File: config.mk
export PLATFORM = sky130hd
export DESIGN_NAME = acc_core
export DESIGN_NICKNAME = d
export VERILOG_FILES = /design/src/rtl/acc_core_pkg.sv /design/src/rtl/acc_decoder.sv /design/src/rtl/acc_alu.sv /design/src/rtl/acc_phase_ctrl.sv /design/src/rtl/acc_datapath.sv /design/src/rtl/acc_core.sv
export SDC_FILE = /design/constraint.sdc
export NUM_CORES = 1
export LEC_CHECK = 0
export ABC_AREA = 1
export BUFFER_PORTS_ARGS = -buffer_cell sky130_fd_sc_hd__buf_2
export CAP_MARGIN = 20
export CORE_ASPECT_RATIO = 1.25
export CORE_UTILIZATION = 55
export CTS_CLUSTER_SIZE = 28
export DETAILED_ROUTE_END_ITERATION = 8
export PLACE_DENSITY = 0.78
export SETUP_SLACK_MARGIN = 0.15
export SLEW_MARGIN = 0
export SYNTH_ARGS = -nofsm -noshare
export SYNTH_HDL_FRONTEND = slang
export SYNTH_HIERARCHICAL = 1
export SYNTH_SLANG_ARGS = --single-unit
File: constraint.sdc
create_clock -name clk -period 2.03 [get_ports clk]
set_input_delay 0.609 -clock clk [delete_from_list [all_inputs] [get_ports clk]]
set_output_delay 0.609 -clock clk [all_outputs]
set_load 0.02 [all_outputs]
File: src/rtl/acc_core_pkg.sv
// Package: shared types for the accumulator core.
// Holds the phase encoding, the decoded opcode class, the opcode code
// values and the register-transfer enable bundle. Assumes nothing else.
package acc_core_pkg;

    // Opcode code values carried in the upper field of a word.
    localparam int CODE_HALT  = 0;
    localparam int CODE_LOAD  = 1;
    localparam int CODE_ADD   = 2;
    localparam int CODE_STORE = 3;

    // One state per register-transfer step of the instruction cycle.
    typedef enum logic [3:0] {
        PH_FETCH_ADDR,
        PH_FETCH_WAIT,
        PH_FETCH_LOAD,
        PH_FETCH_IR,
        PH_DECODE,
        PH_EVAL_ADDR,
        PH_OPND_READ,
        PH_OPND_LOAD,
        PH_EXECUTE,
        PH_STORE_ACC,
        PH_STORE_WRITE,
        PH_HALTED
    } phase_e;

    // Decoded opcode class.
    typedef enum logic [2:0] {
        OPC_HALT,
        OPC_LOAD,
        OPC_ADD,
        OPC_STORE,
        OPC_NOP
    } op_class_e;

    // Register-transfer enables from the controller to the datapath.
    typedef struct packed {
        logic mar_from_pc;
        logic mar_from_ir;
        logic mdr_from_mem;
        logic mdr_from_acc;
        logic ir_load;
        logic pc_inc;
        logic acc_load;
        logic acc_add;
    } xfer_t;

endpackage

File: src/rtl/acc_decoder.sv
// Module: opcode decoder.
// Maps the opcode field of the instruction register onto an opcode class.
// Purely combinational. Any code outside the four defined ones is a no-op.
module acc_decoder
    import acc_core_pkg::*;
#(
    parameter int OP_W = 4
) (
    input  logic [OP_W-1:0] opcode,
    output op_class_e       op_class
);

    // Classify the opcode field.
    always_comb begin
        if (opcode == OP_W'(CODE_HALT))
            op_class = OPC_HALT;
        else if (opcode == OP_W'(CODE_LOAD))
            op_class = OPC_LOAD;
        else if (opcode == OP_W'(CODE_ADD))
            op_class = OPC_ADD;
        else if (opcode == OP_W'(CODE_STORE))
            op_class = OPC_STORE;
        else
            op_class = OPC_NOP;
    end

endmodule

File: src/rtl/acc_alu.sv
// Module: accumulator ALU.
// Operands are the accumulator and the memory data register. The result
// is either the data register passed through (load) or the sum of both
// operands modulo 2^DATA_W (add). Combinational.
module acc_alu #(
    parameter int DATA_W = 16
) (
    input  logic [DATA_W-1:0] acc_in,
    input  logic [DATA_W-1:0] mdr_in,
    input  logic              add_en,
    output logic [DATA_W-1:0] result
);

    // Select pass-through or sum.
    always_comb begin
        if (add_en)
            result = acc_in + mdr_in;
        else
            result = mdr_in;
    end

endmodule

File: src/rtl/acc_phase_ctrl.sv
// Module: phase controller.
// Steps through the instruction-cycle phases and issues the transfer
// enables and memory requests of each phase. Latches the decoded class
// during decode. A phase with nothing to do for the held class takes one
// cycle. Assumes read data arrives one cycle after a read request.
module acc_phase_ctrl
    import acc_core_pkg::*;
(
    input  logic      clk,
    input  logic      rst_n,
    input  op_class_e dec_class,
    output xfer_t     xfer,
    output logic      mem_rd,
    output logic      mem_wr,
    output logic      halted
);

    phase_e    phase_q, phase_d;
    op_class_e op_q;
    logic      needs_read;

    assign needs_read = (op_q == OPC_LOAD) || (op_q == OPC_ADD);

    // Next phase and the transfers of the current phase.
    always_comb begin
        phase_d = phase_q;
        xfer    = '0;
        mem_rd  = 1'b0;
        mem_wr  = 1'b0;
        case (phase_q)
            PH_FETCH_ADDR: begin
                xfer.mar_from_pc = 1'b1;
                phase_d = PH_FETCH_WAIT;
            end
            PH_FETCH_WAIT: begin
                mem_rd  = 1'b1;
                phase_d = PH_FETCH_LOAD;
            end
            PH_FETCH_LOAD: begin
                xfer.mdr_from_mem = 1'b1;
                phase_d = PH_FETCH_IR;
            end
            PH_FETCH_IR: begin
                xfer.ir_load = 1'b1;
                xfer.pc_inc  = 1'b1;
                phase_d = PH_DECODE;
            end
            PH_DECODE: begin
                phase_d = (dec_class == OPC_HALT) ? PH_HALTED : PH_EVAL_ADDR;
            end
            PH_EVAL_ADDR: begin
                xfer.mar_from_ir = 1'b1;
                phase_d = PH_OPND_READ;
            end
            PH_OPND_READ: begin
                mem_rd  = needs_read;
                phase_d = needs_read ? PH_OPND_LOAD : PH_EXECUTE;
            end
            PH_OPND_LOAD: begin
                xfer.mdr_from_mem = 1'b1;
                phase_d = PH_EXECUTE;
            end
            PH_EXECUTE: begin
                xfer.acc_load = (op_q == OPC_LOAD);
                xfer.acc_add  = (op_q == OPC_ADD);
                phase_d = PH_STORE_ACC;
            end
            PH_STORE_ACC: begin
                xfer.mdr_from_acc = (op_q == OPC_STORE);
                phase_d = (op_q == OPC_STORE) ? PH_STORE_WRITE : PH_FETCH_ADDR;
            end
            PH_STORE_WRITE: begin
                mem_wr  = 1'b1;
                phase_d = PH_FETCH_ADDR;
            end
            PH_HALTED: begin
                phase_d = PH_HALTED;
            end
            default: begin
                phase_d = PH_FETCH_ADDR;
            end
        endcase
    end

    // Phase register; reset restarts at the fetch address step.
    always_ff @(posedge clk) begin
        if (!rst_n)
            phase_q <= PH_FETCH_ADDR;
        else
            phase_q <= phase_d;
    end

    // Hold the decoded class for the rest of the instruction.
    always_ff @(posedge clk) begin
        if (!rst_n)
            op_q <= OPC_NOP;
        else if (phase_q == PH_DECODE)
            op_q <= dec_class;
    end

    assign halted = (phase_q == PH_HALTED);

    AST_HALT_STICKY: assert property (@(posedge clk) disable iff (!rst_n)
        halted |=> halted);
    AST_NO_ACCESS_HALTED: assert property (@(posedge clk) disable iff (!rst_n)
        halted |-> (!mem_rd && !mem_wr));
    AST_ONE_ACCESS: assert property (@(posedge clk) disable iff (!rst_n)
        !(mem_rd && mem_wr));
    AST_WRITE_AFTER_COPY: assert property (@(posedge clk) disable iff (!rst_n)
        xfer.mdr_from_acc |=> mem_wr);

endmodule

File: src/rtl/acc_datapath.sv
// Module: datapath registers.
// Holds the program counter, memory address and data registers, the
// instruction register and the accumulator, and applies the enables from
// the controller. The memory address and write data come straight from
// the address and data registers. Reset clears every register.
module acc_datapath
    import acc_core_pkg::*;
#(
    parameter int DATA_W = 16,
    parameter int OP_W   = 4,
    parameter int ADDR_W = DATA_W - OP_W
) (
    input  logic              clk,
    input  logic              rst_n,
    input  xfer_t             xfer,
    input  logic [DATA_W-1:0] mem_rdata,
    output logic [OP_W-1:0]   ir_op,
    output logic [ADDR_W-1:0] mem_addr,
    output logic [DATA_W-1:0] mem_wdata,
    output logic [ADDR_W-1:0] pc,
    output logic [DATA_W-1:0] acc
);

    logic [ADDR_W-1:0] mar;
    logic [DATA_W-1:0] mdr;
    logic [DATA_W-1:0] ir;
    logic [DATA_W-1:0] alu_y;

    acc_alu #(.DATA_W(DATA_W)) u_alu (
        .acc_in (acc),
        .mdr_in (mdr),
        .add_en (xfer.acc_add),
        .result (alu_y)
    );

    // Program counter: advances by one at the end of fetch.
    always_ff @(posedge clk) begin
        if (!rst_n)
            pc <= '0;
        else if (xfer.pc_inc)
            pc <= pc + 1'b1;
    end

    // Memory address register: from the program counter or the address field.
    always_ff @(posedge clk) begin
        if (!rst_n)
            mar <= '0;
        else if (xfer.mar_from_pc)
            mar <= pc;
        else if (xfer.mar_from_ir)
            mar <= ir[ADDR_W-1:0];
    end

    // Memory data register: from read data or from the accumulator.
    always_ff @(posedge clk) begin
        if (!rst_n)
            mdr <= '0;
        else if (xfer.mdr_from_mem)
            mdr <= mem_rdata;
        else if (xfer.mdr_from_acc)
            mdr <= acc;
    end

    // Instruction register: copied from the data register during fetch.
    always_ff @(posedge clk) begin
        if (!rst_n)
            ir <= '0;
        else if (xfer.ir_load)
            ir <= mdr;
    end

    // Accumulator: takes the ALU result on load or add.
    always_ff @(posedge clk) begin
        if (!rst_n)
            acc <= '0;
        else if (xfer.acc_load || xfer.acc_add)
            acc <= alu_y;
    end

    assign ir_op     = ir[DATA_W-1:DATA_W-OP_W];
    assign mem_addr  = mar;
    assign mem_wdata = mdr;

    AST_PC_STEP: assert property (@(posedge clk) disable iff (!rst_n)
        1'b1 |=> ((pc == $past(pc)) || (pc == $past(pc) + 1'b1)));
    AST_IR_FROM_READ: assert property (@(posedge clk) disable iff (!rst_n)
        xfer.ir_load |-> $past(xfer.mdr_from_mem));

endmodule

File: src/rtl/acc_core.sv
// Module: multicycle accumulator processor core (top).
// Connects the phase controller, the decoder and the datapath. Memory is
// external and synchronous: read data must be valid in the cycle after
// mem_rd, and a write takes effect at the edge that ends the mem_wr cycle.
module acc_core
    import acc_core_pkg::*;
#(
    parameter  int DATA_W = 16,
    parameter  int OP_W   = 4,
    localparam int ADDR_W = DATA_W - OP_W
) (
    input  logic              clk,
    input  logic              rst_n,
    output logic [ADDR_W-1:0] mem_addr,
    output logic              mem_rd,
    output logic              mem_wr,
    output logic [DATA_W-1:0] mem_wdata,
    input  logic [DATA_W-1:0] mem_rdata,
    output logic              halted,
    output logic [ADDR_W-1:0] pc_out,
    output logic [DATA_W-1:0] acc_out
);

    xfer_t           xfer;
    op_class_e       dec_class;
    logic [OP_W-1:0] ir_op;

    acc_phase_ctrl u_ctrl (
        .clk       (clk),
        .rst_n     (rst_n),
        .dec_class (dec_class),
        .xfer      (xfer),
        .mem_rd    (mem_rd),
        .mem_wr    (mem_wr),
        .halted    (halted)
    );

    acc_decoder #(.OP_W(OP_W)) u_dec (
        .opcode   (ir_op),
        .op_class (dec_class)
    );

    acc_datapath #(
        .DATA_W (DATA_W),
        .OP_W   (OP_W),
        .ADDR_W (ADDR_W)
    ) u_dp (
        .clk       (clk),
        .rst_n     (rst_n),
        .xfer      (xfer),
        .mem_rdata (mem_rdata),
        .ir_op     (ir_op),
        .mem_addr  (mem_addr),
        .mem_wdata (mem_wdata),
        .pc        (pc_out),
        .acc       (acc_out)
    );

    AST_PC_FROZEN: assert property (@(posedge clk) disable iff (!rst_n)
        halted |=> $stable(pc_out));
    AST_ACC_FROZEN: assert property (@(posedge clk) disable iff (!rst_n)
        halted |=> $stable(acc_out));
    AST_WRITE_DATA: assert property (@(posedge clk) disable iff (!rst_n)
        mem_wr |-> (mem_wdata == acc_out));
    AST_STORE_KEEPS_ACC: assert property (@(posedge clk) disable iff (!rst_n)
        mem_wr |-> $stable(acc_out));

endmodule

# Word level (Yosys, flattened, before mapping)

Index checks and enable logic that the tools add are counted.

Register bits: 79
Input bits: 18
Output and inout bits: 59
Word-level logic and storage cells: 55

Add/subtract/negate cells: 2
Eq/ne operators: 17
Mux-type cells: 21
Reductions and logical operators: 8

Operators by type and width:

| cell                                                            | count |
|---|---|
| 16-bit two-way mux                                              | 3 |
| 4-bit case mux with 11 select lines                             | 1 |
| 12-bit two-way mux                                              | 2 |
| 16-bit adder                                                    | 1 |
| 4-bit by 2-bit == test with 1-bit output, second input constant | 4 |
| 4-bit by 3-bit == test with 1-bit output, second input constant | 4 |
| 4-bit == test, second input constant                            | 4 |
| 12-bit by 1-bit adder with 12-bit output, second input constant | 1 |
| 3-bit two-way mux                                               | 4 |
| 4-bit two-way mux                                               | 3 |
| 4-bit by 1-bit == test with 1-bit output, second input constant | 2 |
| 4-bit logical NOT                                               | 2 |
| 3-bit by 2-bit == test with 1-bit output, second input constant | 2 |
| 1-bit two-way mux                                               | 5 |
| 2-bit two-way mux                                               | 2 |
| 2-bit nonzero test                                              | 2 |
| 3-bit by 1-bit == test with 1-bit output, second input constant | 1 |
| 3-bit logical NOT                                               | 1 |
| 1-bit logical OR                                                | 2 |
| 1-bit case mux with 2 select lines                              | 1 |
| 2-bit OR reduction                                              | 1 |

# Depth between registers and ports, before layout

Depth after elaboration: 8
Depth in mapped cells: 13
Mapped depth without buffers: 13

# Cells and area by module

Netlist, hierarchy kept.

Modules (own cells, without submodules):

| module         | instances | cells an instance | area each (µm²) | seq. area each (µm²) |
|---|---|---|---|---|
| acc_datapath   | 1         | 401               | 2937.8          | 1441.4 |
| acc_alu        | 1         | 221               | 1088.5          | 0.0 |
| acc_phase_ctrl | 1         | 82                | 459.2           | 140.1 |
| acc_decoder    | 1         | 7                 | 28.8            | 0.0 |

# Least setup slack after synthesis

No wires, ideal clock.

Kind: register to register
Start: register u_dp.acc[0]
End: register u_dp.acc[12]
Library setup time: 116 ps
Arrival: 1735 ps
Required time: 1914 ps
Path slack: 179 ps
Cell stages (with the launch flop): 12
Buffers on the path: 0
Period minus slack after synthesis: 1851 ps
Path through: dfxtp_1 ha_1 fa_1 nand2_1 nand2_1 and2_4 nand3_1 nand4_1 nand3_1 nand2_1 o21ai_0 nor2_1

Word-level cells in the longest chain between the ends: 2

RTL lines:

| what                     | line               | RTL |
|---|---|---|
| from (decl)              | acc_datapath.sv:21 | `output logic [DATA_W-1:0] acc` |
| from (signal assigned)   | acc_datapath.sv:77 | `acc <= alu_y;` |
| 16-bit adder             | acc_alu.sv:17      | `result = acc_in + mdr_in;` |
| 16-bit two-way mux       | acc_alu.sv:16      | `if (add_en)` |
| named net u_dp.alu_y[12] | acc_datapath.sv:27 | `logic [DATA_W-1:0] alu_y;` |

The timed path passes the listed nets, and every way through them passes these cells.
A chain may end at the register's enable or synchronous reset.

# Worst setup path after layout

Start: register u_ctrl.op_q[2]
End: output mem_rd

Word-level cells in the longest chain between the ends: 3
Elaborated cells on any way between the ends: 4
Classes of those cells: 2 x eq/ne; 1 x mux; 1 x reduce/logical

RTL lines:

| what                                                                                                        | line                 | RTL |
|---|---|---|
| from (decl)                                                                                                 | acc_phase_ctrl.sv:19 | `op_class_e op_q;` |
| from (signal assigned)                                                                                      | acc_phase_ctrl.sv:98 | `op_q <= dec_class;` |
| 3-bit by 1-bit == test with 1-bit output / 3-bit by 2-bit == test with 1-bit output (equally long branches) | acc_phase_ctrl.sv:22 | `assign needs_read = (op_q == OPC_LOAD) \|\| (op_q == OPC_ADD);` |
| 1-bit logical OR *                                                                                          | acc_phase_ctrl.sv:22 |  |
| 1-bit case mux with 2 select lines *                                                                        | acc_phase_ctrl.sv:30 | `case (phase_q)` |
| to (decl)                                                                                                   | acc_core.sv:15       | `output logic mem_rd,` |

Every way passes the cells marked *; elsewhere a longest branch is shown, timed or not.

==> summary.md <==
| Metric | Value |
|---|---|
| Status | finished, final reports clean |
| Final Net Count | about 830 |
| Syn avg cell area | around 6.3 um^2 |
| Leakage power | roughly 2.9 nW |
| Worst hold slack | 0.501 ns |
| Die Height | 103 um |
| Synth Register Bits | a little under 80 |
| Fraction of power consumed by sequential logic | 47.1% |
| Post-route clock period utilization | between 90% and 100% |
| Kind of critical path | flop to primary output |
| Comb pwr share | between 20% and 30% |
| Area share of the leading cell type in the synthesized netlist | about a third |
| Ports | 77 |
| Root buf cell | clkbuf_8 |
| Seq/Total Area, Yosys | between 30% and 40% |
| Antenna Nets Post-Route | 0 |
| H-tree Lvls | 3 |
| Initial antenna violation count | 0 |
| Final Hold Fails | 0 |
| Synth area leader | dfxtp_1 |
| Ant diodes | 0 |
| Dominant synthesized flop cell | dfxtp_1 |
| Vias per cell | 5.37 |
| Drt initial violations | between 200 and 300 |
| Row count | 36 |
| Clock tree from TritonCTS | yes |
| RSZ-0062 raised after global routing | yes |
| Multi-input gate area | ~2700 um^2 |
| Synth unique cells | 35 |
| Yosys synthesis warning count | 6 |
| Sum of negative setup slack | 0 ns |
| Clk buf depth | 2 |
| Input/output buffers | 76 |
| Sw Ratio | approximately a third |
| Layout Skew | just over 0.01 ns |
| Cells after Synth | slightly above 700 |
| Critical path capture point type | primary output |
| Fill cell count | around 720 |
| VDD IR max | between 0.4 and 0.5 mV |
| Area occupied by registers | ~1600 um^2 |
| Design area | between 5000 and 6000 um^2 |
| Layout cell share with drive strength beyond 1 | between 20% and 30% |
| Fin. max-slew vios | 0 |
| Final Critical Period | between 1.5 and 2 ns |
| Avg WL per Cell | 13.8 um |
| Ys async rst share | 0% |
| Worst slew pin tran | around 0.49 ns |
| Worst-skew pair later-pin latency | roughly 0.37 ns |
| Clock transition at the registers of the reported paths | 0.08 ns |
| Final Wtd Congestion | ~0.98 |
| Power Density | slightly below 700 nW/um^2 |
| P_sw | 1.29 mW |
| CP required | 1.42 ns |
| Number of synthesized flops with an enable pin | 0 |
| Crit path DAT | ~1.3 ns |
| Post-route DRC | 0 |
| CTS Buf Count | 9 |
| Mapped Area | 4510 um^2 |
| DP Area | a little over 5000 um^2 |
| Largest net degree at the start of global routing | 75 |
| Die ar. | 8580 um^2 |
| Worst rel slew slack | approximately two thirds |
| Internal Power | about 2.4 mW |
| Power consumption | 3.74 mW |
| Vias in the first global route | ~4300 |
| Max_cap viols | 0 |
| Dpl hpwl | between 8 and 9 mm |
| CP Launch Type | flop |
| Max frequency | between 500 and 600 MHz |
| Clock power share | a little under 30% |
| Cell with the most instances after synthesis | nand2_1 |
| DRT Pass-1 Iters | 4 |
| Ranking of synthesized cells by area | dfxtp_1 (35%), nand2_1 (17%), nor2_1 (11%) |
| Via count | approximately 4800 |
| Worst min path class | flop to flop |
| Post-synth net total | ~750 |
| Clock sinks | 79 |
| First-pass GRT wire length | roughly 19 mm |
| Initial Util | between 50 and 60% |
| Global route overflow | 0 |
| # setup viols final | 0 |
| Core area | slightly below 8000 um^2 |
| Area grow syn2layout | 21.8% |
| Post-Route WL | around 12 mm |
| Hold Buf Count CTS | 0 |
| Crit path max fanout | 3 |
| Most frequent cells after synthesis | nand2_1 (203), nor2_1 (128), dfxtp_1 (79) |
| Gr usage total | around 28% |
| DIE WIDTH | roughly 83 um |
==> final timing paths <==
| check | start | end | slack, ns | cells after the start |
|---|---|---|---|---|
| max reg2reg | u_dp/acc[2] | u_dp/acc[9] | 0.21 | 10 |
| min reg2reg | u_dp/ir[14] | u_dp/ir[14] | 0.50 | 2 |
| max | u_ctrl/op_q[2] | mem_rd | 0.12 | 6 |
| min | u_dp/ir[14] | u_dp/ir[14] | 0.50 | 2 |
==> flip-flops by register name (all words and copies together), names as in the netlist <==
register and cells:
u_dp/pc 12, u_dp/mem_addr 12, u_ctrl/op_q 3, u_ctrl/phase_q 4, u_dp/ir 16, u_dp/acc 16, u_dp/mem_wdata 16
==> metal layers <==
| metal | track usage, % | part of all wire (%) | vias to the layer above |
|---|---|---|---|
| met3 | 4.68 | 5.0 | 31 |
| li1 | - | - | 2414 |
| met4 | 15.0 | 3.0 | 0 |
| met5 | 0 | 0 | - |
| met1 | 30.8 | 41 | 2226 |
| met2 | 51.3 | 51 | 149 |
==> layout make-up <==
class                           instances  area share (%)
Clock buffer                            9            2.25
Clock inverter                          7            1.00
Inverter                               82            5.60
Multi-Input combinational cell        523            49.0
Sequential cell                        79            29.1
Tap cell                               95            2.16
Timing Repair Buffer                  102            10.9
==> logic make-up (layout without fill, tap and decap cells) <==
group,after synthesis,after routing,synth area share [%]
XOR/XNOR,4,4,0.776
AND/OR/NAND/NOR,423,423,39.4
AO/OA/AOI/OAI,79,79,9.89
adder cells (fa/ha/maj),17,17,4.88
flip-flops,79,79,35.0
buffers and inverters,109,200,10.0
==> cell usage in the layout (no fill, tap or decap), drive strengths merged, types with 2 or more instances in the layout <==
cell type / count
o221ai: 12
nand3b: 2
inv: 84
dfxtp: 79
o21ai: 43
xnor2: 4
nor3: 15
clkbuf: 9
nor2: 135
nand4: 3
a21oi: 21
or2: 5
ha: 16
nand2: 212
clkinv: 4
and2: 2
nand3: 48
buf: 102
==> stage by stage <==
| step | std cells | util (%) | setup slack [ns] |
|---|---|---|---|
| floorplan | 711 | - | 0.179 |
| global placement | 877 | 64.0 | 0.139 |
| detailed placement | 877 | 64.0 | 0.0586 |
| CTS | 893 | 66.5 | 0.0572 |
| global route | 897 | 69.8 | 0.0209 |
| finish | 897 | 69.8 | 0.123 |
==> power by group through the flow <==
stage	sequential [mW]	combinational (mW)	clock, mW
CTS	1.75	0.832	1.13
global route	1.78	0.963	1.18
detailed placement	1.78	0.825	0
finish	1.76	0.875	1.10
floorplan	1.88	0.471	0
global placement	1.78	0.807	0
==> what timing repair did <==
action	4_1_cts	5_1_grt
endpoints found under the setup margin	18	33
pin swaps	0	9
resized for setup	8	54
buffers inserted	0	4
==> worst max-delay path: stages, from the launching register on <==
cell,delay (ns)
dfxtp_2,0.33
inv_1,0.11
nand3_2,0.13
nand2_2,0.10
nand2_2,0.09
nand2_2,0.07
buf_6,0.11
No activity file was read; power rests on OpenSTA's default activity.
